`src/rtl/ci_pkg.sv`:
```
package ci_pkg;
  localparam int unsigned CI0_W  = 4;
  localparam int unsigned CI1_W  = 6;
  localparam int unsigned CI1_NW = 4;
  localparam int unsigned REG_AW = 2;
  localparam int unsigned REG_DW = 8;

  localparam int unsigned ADDR_RX0 = 0;
  localparam int unsigned ADDR_RX1 = 1;
  localparam int unsigned ADDR_TX0 = 2;
  localparam int unsigned ADDR_TX1 = 3;

  typedef enum logic {
    CI1_NARROW = 1'b0,
    CI1_WIDE   = 1'b1
  } ci1_mode_e;
endpackage

```
`src/rtl/ci_ch0_rx.sv`:
```
module ci_ch0_rx #(
  parameter int unsigned W = 4
) (
  input  logic         clk_i,
  input  logic         rst_ni,
  input  logic         frame_i,
  input  logic [W-1:0] rx_i,
  output logic [W-1:0] code_o,
  output logic         chg_o
);
  logic [W-1:0] code_q;
  logic [W-1:0] cand_q;
  logic         confirm;

  // new value must match last frame's value and differ from stored code
  assign confirm = frame_i && (rx_i == cand_q) && (rx_i != code_q);

  always_ff @(posedge clk_i or negedge rst_ni) begin
    if (!rst_ni) begin
      code_q <= '1;
      cand_q <= '1;
    end else if (frame_i) begin
      cand_q <= rx_i;
      if (confirm) code_q <= rx_i;
    end
  end

  assign code_o = code_q;
  assign chg_o  = confirm;

  AST_CH0_CONFIRMED: assert property (@(posedge clk_i) disable iff (!rst_ni)
    (code_q != $past(code_q)) |-> ($past(cand_q) == code_q));
  AST_CH0_QUIET: assert property (@(posedge clk_i) disable iff (!rst_ni)
    !$past(frame_i) |-> $stable(code_q));
endmodule

```
`src/rtl/ci_ch1_rx.sv`:
```
module ci_ch1_rx #(
  parameter int unsigned W  = 6,
  parameter int unsigned NW = 4
) (
  input  logic         clk_i,
  input  logic         rst_ni,
  input  logic         frame_i,
  input  logic         wide_i,
  input  logic [W-1:0] rx_i,
  output logic [W-1:0] code_o,
  output logic         chg_o
);
  logic [W-1:0] code_q;
  logic [W-1:0] cmp_mask;

  for (genvar i = 0; i < int'(W); i++) begin : g_mask
    if (i < int'(NW)) begin : g_low
      assign cmp_mask[i] = 1'b1;
    end else begin : g_high
      assign cmp_mask[i] = wide_i;
    end
  end

  assign chg_o = frame_i && (|((rx_i ^ code_q) & cmp_mask));

  always_ff @(posedge clk_i or negedge rst_ni) begin
    if (!rst_ni)      code_q <= '1;
    else if (frame_i) code_q <= rx_i;
  end

  assign code_o = code_q;

  AST_CH1_IDLE: assert property (@(posedge clk_i) disable iff (!rst_ni)
    !$past(frame_i) |-> $stable(code_q));
endmodule

```
`src/rtl/ci_status.sv`:
```
module ci_status (
  input  logic clk_i,
  input  logic rst_ni,
  input  logic ev0_i,
  input  logic ev1_i,
  input  logic en1_i,
  input  logic rd_clr_i,
  output logic f0_o,
  output logic f1_o,
  output logic irq_o
);
  localparam int unsigned NFLAG = 2;

  logic             pend_q;
  logic [NFLAG-1:0] set_v;
  logic [NFLAG-1:0] flag_q;

  assign set_v = {(ev1_i | pend_q) & en1_i, ev0_i};

  always_ff @(posedge clk_i or negedge rst_ni) begin
    if (!rst_ni) pend_q <= 1'b0;
    else         pend_q <= (pend_q | ev1_i) & ~en1_i;
  end

  for (genvar g = 0; g < int'(NFLAG); g++) begin : g_flag
    // set wins over read-clear
    always_ff @(posedge clk_i or negedge rst_ni) begin
      if (!rst_ni)        flag_q[g] <= 1'b0;
      else if (set_v[g])  flag_q[g] <= 1'b1;
      else if (rd_clr_i)  flag_q[g] <= 1'b0;
    end
  end

  assign f0_o  = flag_q[0];
  assign f1_o  = flag_q[1];
  assign irq_o = |flag_q;

  AST_CLR_ON_READ: assert property (@(posedge clk_i) disable iff (!rst_ni)
    $past(rd_clr_i && !ev0_i) |-> !f0_o);
  AST_SET_KEEPS: assert property (@(posedge clk_i) disable iff (!rst_ni)
    $past(ev0_i) |-> f0_o);
  AST_NO_FLAG1_DISABLED: assert property (@(posedge clk_i) disable iff (!rst_ni)
    (!$past(en1_i) && !$past(f1_o)) |-> !f1_o);
  AST_PEND_RELEASE: assert property (@(posedge clk_i) disable iff (!rst_ni)
    $past(pend_q && en1_i) |-> f1_o);
endmodule

```
`src/rtl/ci_channel_ctrl.sv`:
```
module ci_channel_ctrl #(
  parameter int unsigned C0_W  = ci_pkg::CI0_W,
  parameter int unsigned C1_W  = ci_pkg::CI1_W,
  parameter int unsigned C1_NW = ci_pkg::CI1_NW,
  parameter int unsigned AW    = ci_pkg::REG_AW,
  parameter int unsigned DW    = ci_pkg::REG_DW
) (
  input  logic            clk_i,
  input  logic            rst_ni,
  input  logic            frame_i,
  input  logic [C0_W-1:0] rx_ci0_i,
  input  logic [C1_W-1:0] rx_ci1_i,
  output logic [C0_W-1:0] tx_ci0_o,
  output logic [C1_W-1:0] tx_ci1_o,
  input  logic [AW-1:0]   addr_i,
  input  logic [DW-1:0]   wdata_i,
  input  logic            we_i,
  input  logic            re_i,
  output logic [DW-1:0]   rdata_o,
  output logic            irq_o
);
  import ci_pkg::*;

  localparam int unsigned WIDE_BIT = C1_W;
  localparam int unsigned EN_BIT   = C1_W + 1;
  localparam int unsigned F0_BIT   = C0_W;
  localparam int unsigned F1_BIT   = C0_W + 1;

  logic [C0_W-1:0] code0;
  logic [C1_W-1:0] code1;
  logic            ev0, ev1;
  logic            f0, f1;
  logic [C0_W-1:0] tx0_q;
  logic [C1_W-1:0] tx1_q;
  ci1_mode_e       mode_q;
  logic            en1_q;
  logic            wide;
  logic            sel_rx0, sel_tx0, sel_tx1;
  logic            rd_clr;

  assign sel_rx0 = (addr_i == AW'(ADDR_RX0));
  assign sel_tx0 = (addr_i == AW'(ADDR_TX0));
  assign sel_tx1 = (addr_i == AW'(ADDR_TX1));
  assign rd_clr  = re_i && sel_rx0;
  assign wide    = (mode_q == CI1_WIDE);

  ci_ch0_rx #(.W(C0_W)) u_ch0 (
    .clk_i   (clk_i),
    .rst_ni  (rst_ni),
    .frame_i (frame_i),
    .rx_i    (rx_ci0_i),
    .code_o  (code0),
    .chg_o   (ev0)
  );

  ci_ch1_rx #(.W(C1_W), .NW(C1_NW)) u_ch1 (
    .clk_i   (clk_i),
    .rst_ni  (rst_ni),
    .frame_i (frame_i),
    .wide_i  (wide),
    .rx_i    (rx_ci1_i),
    .code_o  (code1),
    .chg_o   (ev1)
  );

  ci_status u_status (
    .clk_i    (clk_i),
    .rst_ni   (rst_ni),
    .ev0_i    (ev0),
    .ev1_i    (ev1),
    .en1_i    (en1_q),
    .rd_clr_i (rd_clr),
    .f0_o     (f0),
    .f1_o     (f1),
    .irq_o    (irq_o)
  );

  always_ff @(posedge clk_i or negedge rst_ni) begin
    if (!rst_ni) begin
      tx0_q  <= '1;
      tx1_q  <= '1;
      mode_q <= CI1_NARROW;
      en1_q  <= 1'b1;
    end else if (we_i) begin
      if (sel_tx0) tx0_q <= wdata_i[C0_W-1:0];
      if (sel_tx1) begin
        tx1_q  <= wdata_i[C1_W-1:0];
        mode_q <= ci1_mode_e'(wdata_i[WIDE_BIT]);
        en1_q  <= wdata_i[EN_BIT];
      end
    end
  end

  assign tx_ci0_o = tx0_q;

  for (genvar i = 0; i < int'(C1_W); i++) begin : g_tx1
    if (i < int'(C1_NW)) begin : g_low
      assign tx_ci1_o[i] = tx1_q[i];
    end else begin : g_high
      assign tx_ci1_o[i] = wide ? tx1_q[i] : 1'b1;
    end
  end

  always_comb begin
    rdata_o = '0;
    if (sel_rx0) begin
      rdata_o[C0_W-1:0] = code0;
      rdata_o[F0_BIT]   = f0;
      rdata_o[F1_BIT]   = f1;
    end else if (addr_i == AW'(ADDR_RX1)) begin
      rdata_o[C1_W-1:0] = code1;
    end else if (sel_tx0) begin
      rdata_o[C0_W-1:0] = tx0_q;
    end else if (sel_tx1) begin
      rdata_o[C1_W-1:0] = tx1_q;
      rdata_o[WIDE_BIT] = wide;
      rdata_o[EN_BIT]   = en1_q;
    end
  end

  AST_TX0_HOLD: assert property (@(posedge clk_i) disable iff (!rst_ni)
    !$past(we_i && sel_tx0) |-> $stable(tx_ci0_o));
  AST_IRQ_FLAGS: assert property (@(posedge clk_i) disable iff (!rst_ni)
    irq_o |-> (rdata_o[F0_BIT] || rdata_o[F1_BIT] || !sel_rx0));
endmodule

```
`config.mk`:
```
export PLATFORM = sky130hd
export DESIGN_NAME = ci_channel_ctrl
export DESIGN_NICKNAME = d
export VERILOG_FILES = /design/src/rtl/ci_pkg.sv /design/src/rtl/ci_ch0_rx.sv /design/src/rtl/ci_ch1_rx.sv /design/src/rtl/ci_status.sv /design/src/rtl/ci_channel_ctrl.sv
export SDC_FILE = /design/constraint.sdc
export NUM_CORES = 1
export LEC_CHECK = 0
export ABC_AREA = 1
export BUFFER_PORTS_ARGS = -buffer_cell sky130_fd_sc_hd__buf_4
export CORE_MARGIN = 5
export CORE_UTILIZATION = 51
export DETAILED_ROUTE_END_ITERATION = 8
export PLACE_DENSITY = 0.9
export SYNTH_ARGS = -nofsm -noshare
export SYNTH_HDL_FRONTEND = slang
export SYNTH_SLANG_ARGS = --single-unit
export TNS_END_PERCENT = 1
```
`constraint.sdc`:
```
create_clock -name clk_i -period 1.7 [get_ports clk_i]
set_clock_uncertainty 0.05 [all_clocks]
set_input_delay 0.17 -clock clk_i [delete_from_list [all_inputs] [get_ports clk_i]]
set_output_delay 0.17 -clock clk_i [all_outputs]
set_load 0.01 [all_outputs]
```
==> results of run 1 <==
power groups by stage:
stage          Sequential, mW  Clock, mW  Combinational [mW]
4_1_cts                 0.984      0.406               0.540
5_1_grt                  1.00      0.437               0.597
2_1_floorplan           0.974          0               0.329
3_5_place_dp            0.995          0               0.537
6_report                0.984      0.392               0.530
3_3_place_gp            0.993          0               0.519
cell usage in the layout, fill, tap and decap left out, types with 2 or more instances in the layout:
| cell | instances |
|---|---|
| nor2_1 | 9 |
| o21ai_0 | 18 |
| a21oi_1 | 4 |
| o21ai_1 | 2 |
| or2_2 | 2 |
| nand3_1 | 2 |
| dfstp_2 | 25 |
| dfrtp_1 | 4 |
| nor2_2 | 2 |
| buf_4 | 43 |
| clkbuf_1 | 3 |
| xnor2_1 | 4 |
| nand2_1 | 83 |
| nand4_1 | 8 |
| clkbuf_4 | 5 |
| inv_1 | 26 |
layout make-up:
type | count | share of cell area (%)
Clock buffer | 8 | 2.50
Inverter | 27 | 5.19
Multi-Input combinational cell | 141 | 34.4
Sequential cell | 29 | 38.8
Tap cell | 33 | 2.12
Timing Repair Buffer | 44 | 17.1
flip-flops by register name, indices dropped and copies added, names as in the netlist:
register / count
mode_q: 1
u_status.f0_o: 1
en1_q: 1
u_ch0.cand_q: 4
tx1_q: 6
tx_ci0_o: 4
u_ch1.code_o: 6
u_ch0.code_o: 4
u_status.pend_q: 1
u_status.f1_o: 1
worst paths after layout:
check | startpoint | end | slack [ps] | cells after the start
max | tx1_q[4]$_DFFE_PN1P_ | rdata_o[4] | 260 | 3
min | rx_ci1_i[5] | u_ch1.code_o[5]$_DFFE_PN1P_ | 20 | 3
max reg2reg | u_ch0.cand_q[0]$_DFFE_PN1P_ | u_ch0.code_o[2]$_DFFE_PN1P_ | 330 | 7
min reg2reg | u_ch0.cand_q[2]$_DFFE_PN1P_ | u_ch0.cand_q[2]$_DFFE_PN1P_ | 440 | 2
max in group asynchronous | rst_ni | tx1_q[3]$_DFFE_PN1P_ | 1050 | 2
min in group asynchronous | rst_ni | u_status.f0_o$_DFFE_PN0P_ | 250 | 2
metal layers:
layer | up-vias | global-route usage (%)
met4 | 0 | 4.40
met3 | 5 | 6.67
met1 | 634 | 19.3
met2 | 37 | 27.0
met5 | - | 0
li1 | 726 | -
stage by stage:
stage	setup slack, ps	cell area, sq um
after floorplan	437	1580
after global placement	401	1890
after detailed placement	329	1890
after CTS	234	1950
after global routing	192	1950
final	260	1950
cells by family (layout without fill, tap and decap cells):
family / count (synthesis) / count (layout) / share of synthesized area (%)
XOR/XNOR: 5 / 5 / 2.78
AND/OR/NAND/NOR: 110 / 110 / 30.9
AO/OA/AOI/OAI: 25 / 25 / 8.09
buffers and inverters: 34 / 79 / 9.52
flip-flops: 29 / 29 / 48.0
multiplexers: 1 / 1 / 0.714
worst max-delay path: cells and delay by family, from the launching register on:
family                 cells  cell delay [ps]
AOI/OAI and AO/OA          1              180
buffers and inverters      2              210
DFF                        1              520
==> flow_summary_export.csv, run 1 <==
group,metric,value,unit
floorplanning,rows,20,
pwr,total_power,1.91,mW
yosys,yosys.area.top_type,"dfstp_2",
yosys,syn_nets,229,
sta,tns,0,ps
worst_setup_path,critPathMaxFanout,3,
place,portBuffers,43,
worst_setup_path,startpoint_type,"register",
place,dpl.hpwl,2600,um
sta,rsz0062_at_grt,"false",
pwr,p_leak,1.01,nW
route,m1WireLength,1400,um
grt,grt_pass1_wl,5380,um
route,drt-pass1-iter-count,4,
cells_and_area,layout.nets,273,
worst_setup_path,cp.arrival,1220,ps
cts,clockBufferDepth,2,
worst_setup_path,crit_chain,"inv_1 > o211ai_1 > buf_4",
sta,fin_crit,1440,ps
cts,clk_pin_slew,90,ps
pwr,p_int,1.30,mW
floorplanning,die_x,65.6,um
cts,cts_tree,"yes",
route,vias,1402,
yosys,syn-instance-count,204,
sta,tightestPinTransition,439,ps
route,drc,0,
pwr,seqPwrFrac,51.6,%
yosys,synth_area,0.00158,sq mm
route,initialDrtViolationCount,38,
cells_and_area,multi_input_area,671,sq um
route,antenna_left,0,
sta,setup_viol,0,
sta,drv_slew,0,
floorplanning,die-area,0.00431,sq mm
route,wl_met3,224,um
yosys,yosysSeqAreaShare,48.0,%
cts,cts_max_level,2,
cells_and_area,seq_area,757,sq um
grt,grt_pass1_vias,1302,
yosys,avgSynthCellArea,7.73,sq um
yosys,synth_flop_cell,"dfstp_2",
pwr,p_comb_share,27.8,%
route,dr_wl_met2,1580,um
yosys,yosysMostFrequentCell,"nand2_1",
yosys,synth_edf_count,0,
route,wire_per_inst,11.5,um
grt,grt_max_degree,30,
worst_setup_path,slowest_stage,"dfstp_2",
yosys,async_reset_ff_share,100,%
grt,grt_util_all_layers,16.3,%
route,topRoutingLayerUsed,"met4",
cts,cts.sinks,29,
yosys,ys_ff_latch,29,
yosys,synthDistinctLibCells,25,
cells_and_area,layout-drive-gt1-share,33.3,%
sta,relSlewSlack,70.6,%
cells_and_area,final_util,65.0,%
pwr,switchingPower,600,uW
sta,fin_crit_sh,84.7,%
grt,grt_overflow,0,
hold_path,hold_class,"in2reg",
pwr,clock_power_share,20.6,%
flow_run,maxCapViolCount,0,
cells_and_area,fillCellCount,277,
floorplanning,start_util,52.5,%
sta,fmax,694,MHz
yosys,synth.area.top_cells,"dfstp_2 42%, nand2_1 20%, dfrtp_1 6.3%, inv_1 6.2%, o21ai_0 5.7%",
grt,antenna_found_initial,0,
cts,hold_buffers,1,
cts,ctsResizeCount,0,
place,place.gp.congestion,0.825,
worst_setup_path,crit_type,"reg2out",
sta,hold_slack,19.7,ps
worst_setup_path,endpoint_kind,"output pin",
place,dp_cells,273,
floorplanning,io_pins,44,
floorplanning,chipHeight,65.6,um
yosys,synth_top_cell_area_share,41.6,%
cells_and_area,n_antenna_cell,0,
route,drt-vias-per-instance,4.97,
cts,post_cts_buffers,0,
run_status,outcome,"finished clean",
cts,clock_latency,330,ps
route,finalWirelength,3250,um
cts,cts-root-buf,"clkbuf_4",
worst_setup_path,slowest_delay,520,ps
cells_and_area,area_delta_synth_final,23.7,%
yosys,synthTopCellsByCount,"83 x nand2_1, 26 x inv_1, 25 x dfstp_2, 18 x o21ai_0, 9 x nor2_1",
yosys,yosysWarnings,0,
cells_and_area,fin_cells,282,
sta,hold_viol,0,
pwr,p_per_area,976,mW/mm^2
cts,cts_buffers,5,
pwr,vdd_drop_max,0.613,mV
pwr,switching_share,31.5,%
worst_setup_path,crit_required,1480,ps
floorplanning,design.core.area,0.00300,sq mm
Note: power is estimated with default switching activity, not from simulation.
==> inputs of run 2 (changes only) <==
--- a/config.mk
+++ b/config.mk
@@ -8,9 +8,9 @@
 export ABC_AREA = 1
 export BUFFER_PORTS_ARGS = -buffer_cell sky130_fd_sc_hd__buf_4
 export CORE_MARGIN = 5
-export CORE_UTILIZATION = 51
+export CORE_UTILIZATION = 46
 export DETAILED_ROUTE_END_ITERATION = 8
-export PLACE_DENSITY = 0.9
+export PLACE_DENSITY = 0.87
 export SYNTH_ARGS = -nofsm -noshare
 export SYNTH_HDL_FRONTEND = slang
 export SYNTH_SLANG_ARGS = --single-unit
==> constraint.sdc (replaced) <==
create_clock -name clk_i -period 1.2 [get_ports clk_i]
set_clock_uncertainty 0.05 [all_clocks]
set_input_delay 0.12 -clock clk_i [delete_from_list [all_inputs] [get_ports clk_i]]
set_output_delay 0.12 -clock clk_i [all_outputs]
set_load 0.01 [all_outputs]
==> run 2 against run 1 <==
Net effect: the run now ends with setup timing left; first-iteration DRC count is 39% higher; via count increased by 10%; global-route usage is 2.2 points higher; routed wire length up 24%; worst setup slack got worse by 480 ps.
==> flow_summary_export.csv, run 2 (synthesis results as in run 1) <==
group,metric,value,unit
run_status,outcome,"complete, but fails checks",
run_status,failed_checks,"setup timing",
cells_and_area,layout_common_cells,"76 x nand2_1, 45 x buf_4, 25 x dfstp_2",
route,finalWirelength,4050,um
floorplanning,design.core.area,0.00334,sq mm
cells_and_area,fin_cells,330,
grt,grt_pass1_vias,1463,
pwr,vdd_drop_max,0.888,mV
route,vias,1545,
floorplanning,start_util,47.3,%
cts,clk_pin_slew,90,ps
pwr,p_leak,1.20,nW
worst_setup_path,cp.arrival,1250,ps
route,m1WireLength,1690,um
cells_and_area,layout-drive-gt1-share,41.2,%
route,initialDrtViolationCount,53,
floorplanning,chipHeight,68.6,um
worst_setup_path,reg2reg_from,"u_ch0.code_o[2]$_DFFE_PN1P_",
cells_and_area,final_common_cell,"nand2_1",
hold_path,min_to,"u_status.f1_o$_DFFE_PN0P_",
floorplanning,die-area,0.00470,sq mm
route,dr_wl_met2,2060,um
route,drt-pass1-iter-count,4,
floorplanning,rows,21,
hold_path,hold_class,"in2reg",
route,wire_per_inst,12.3,um
route,drc,0,
route,drt-vias-per-instance,4.68,
sta,hold_viol,0,
pwr,total_power,3.14,mW
grt,antenna_found_initial,0,
flow_run,maxCapViolCount,0,
floorplanning,io_pins,44,
route,wl_met3,249,um
place,dpl.hpwl,2860,um
hold_path,holdPathStages,4,
cts,cts_max_level,2,
route,antenna_left,0,
worst_setup_path,crit_type,"reg2out",
grt,grt_overflow,0,
worst_setup_path,critPathMaxFanout,2,
cells_and_area,n_antenna_cell,0,
cells_and_area,layout.nets,309,
sta,rsz0062_at_grt,"true",
sta,drv_slew,0,
hold_path,min_from,"re_i",
sta,fin_crit_sh,118,%
place,place.gp.congestion,0.824,
worst_setup_path,reg2reg_setup_slack,-170,ps
worst_setup_path,crit_required,1030,ps
cts,clock_latency,330,ps
sta,relSlewSlack,75.7,%
cts,cts-root-buf,"clkbuf_4",
sta,tightestPinTransition,365,ps
cts,clockBufferDepth,2,
floorplanning,die_x,68.6,um
sta,setup_viol,17,
worst_setup_path,r2r_cells,6,
grt,grt_pass1_wl,6350,um
cts,cts_buffers,5,
cts,cts.sinks,29,
sta,fmax,704,MHz
pwr,p_per_area,1320,mW/mm^2
worst_setup_path,startpoint_type,"register",
place,dp_cells,300,
worst_setup_path,endpoint_kind,"output pin",
worst_setup_path,r2r-end,"u_ch0.code_o[3]$_DFFE_PN1P_",
grt,grt_max_degree,30,
cts,cts_tree,"yes",
cells_and_area,area_delta_synth_final,50.7,%
sta,fin_crit,1420,ps
sta,timing.final.ws_setup,-221,ps
place,portBuffers,43,
route,topRoutingLayerUsed,"met4",
grt,grt_util_all_layers,18.5,%
run 2: report_power, final:
group	switching, mW	total, mW	internal, mW
Combinational	0.514	1.20	0.685
Sequential	0.140	1.40	1.26
Clock	0.328	0.543	0.215
Total	0.981	3.14	2.16
run 2: worst max-delay path by stage:
| stage | start | end | slack (ps) | cells after the start |
|---|---|---|---|---|
| 4_1_cts | u_ch0.code_o[2]$_DFFE_PN1P_ | rdata_o[2] | -220 | 4 |
| 2_1_floorplan | u_ch0.cand_q[0]$_DFFE_PN1P_ | u_ch0.code_o[0]$_DFFE_PN1P_ | -60 | 7 |
| 3_3_place_gp | u_ch0.cand_q[1]$_DFFE_PN1P_ | u_ch0.code_o[0]$_DFFE_PN1P_ | -80 | 7 |
| 6_report | u_ch1.code_o[2]$_DFFE_PN1P_ | rdata_o[2] | -220 | 4 |
| 3_5_place_dp | u_ch0.cand_q[1]$_DFFE_PN1P_ | u_ch0.code_o[3]$_DFFE_PN1P_ | -150 | 7 |
| 5_1_grt | u_ch1.code_o[2]$_DFFE_PN1P_ | rdata_o[2] | -270 | 4 |
run 2: metrics by stage:
stage	setup TNS (ps)	setup WS, ps	area (sq um)	utilization (%)	hold slack (ps)
2_1_floorplan	-261	-62.9	1580	-	-226
3_3_place_gp	-370	-84.4	2010	60.4	7.85
3_5_place_dp	-700	-151	2010	60.4	11.2
4_1_cts	-2460	-222	2320	69.4	0.205
5_1_grt	-3790	-273	2380	71.2	3.26
6_report	-2470	-221	2380	71.2	10.2
run 2: worst max-delay path, stage by stage, from the launching register on:
cell     delay (ps)
dfstp_2         550
buf_6           100
nand2_2          50
nand4_1         100
buf_4           130
run 2: final cells by class:
type | count | area, sq um
clock buffers | 6 | 41.3
clock inverters | 1 | 5.00
fillers | 265 | 960
inverters | 27 | 101
multi-input cells | 141 | 703
flip-flops and latches | 29 | 757
well taps | 46 | 57.6
repair buffers | 80 | 712
run 2: what timing repair did:
action,4_1_cts,5_1_grt
hold buffers,16,0
pin swaps,10,4
setup buffers,6,1
resized for setup,19,14
setup endpoints to repair,17,26
endpoints found under the hold margin,49,0
run 2: metal layers:
metal	GRT usage, %	vias up
met1	22.5	709
met5	0	-
met3	6.16	5
met4	5.71	0
met2	30.8	40
li1	-	791
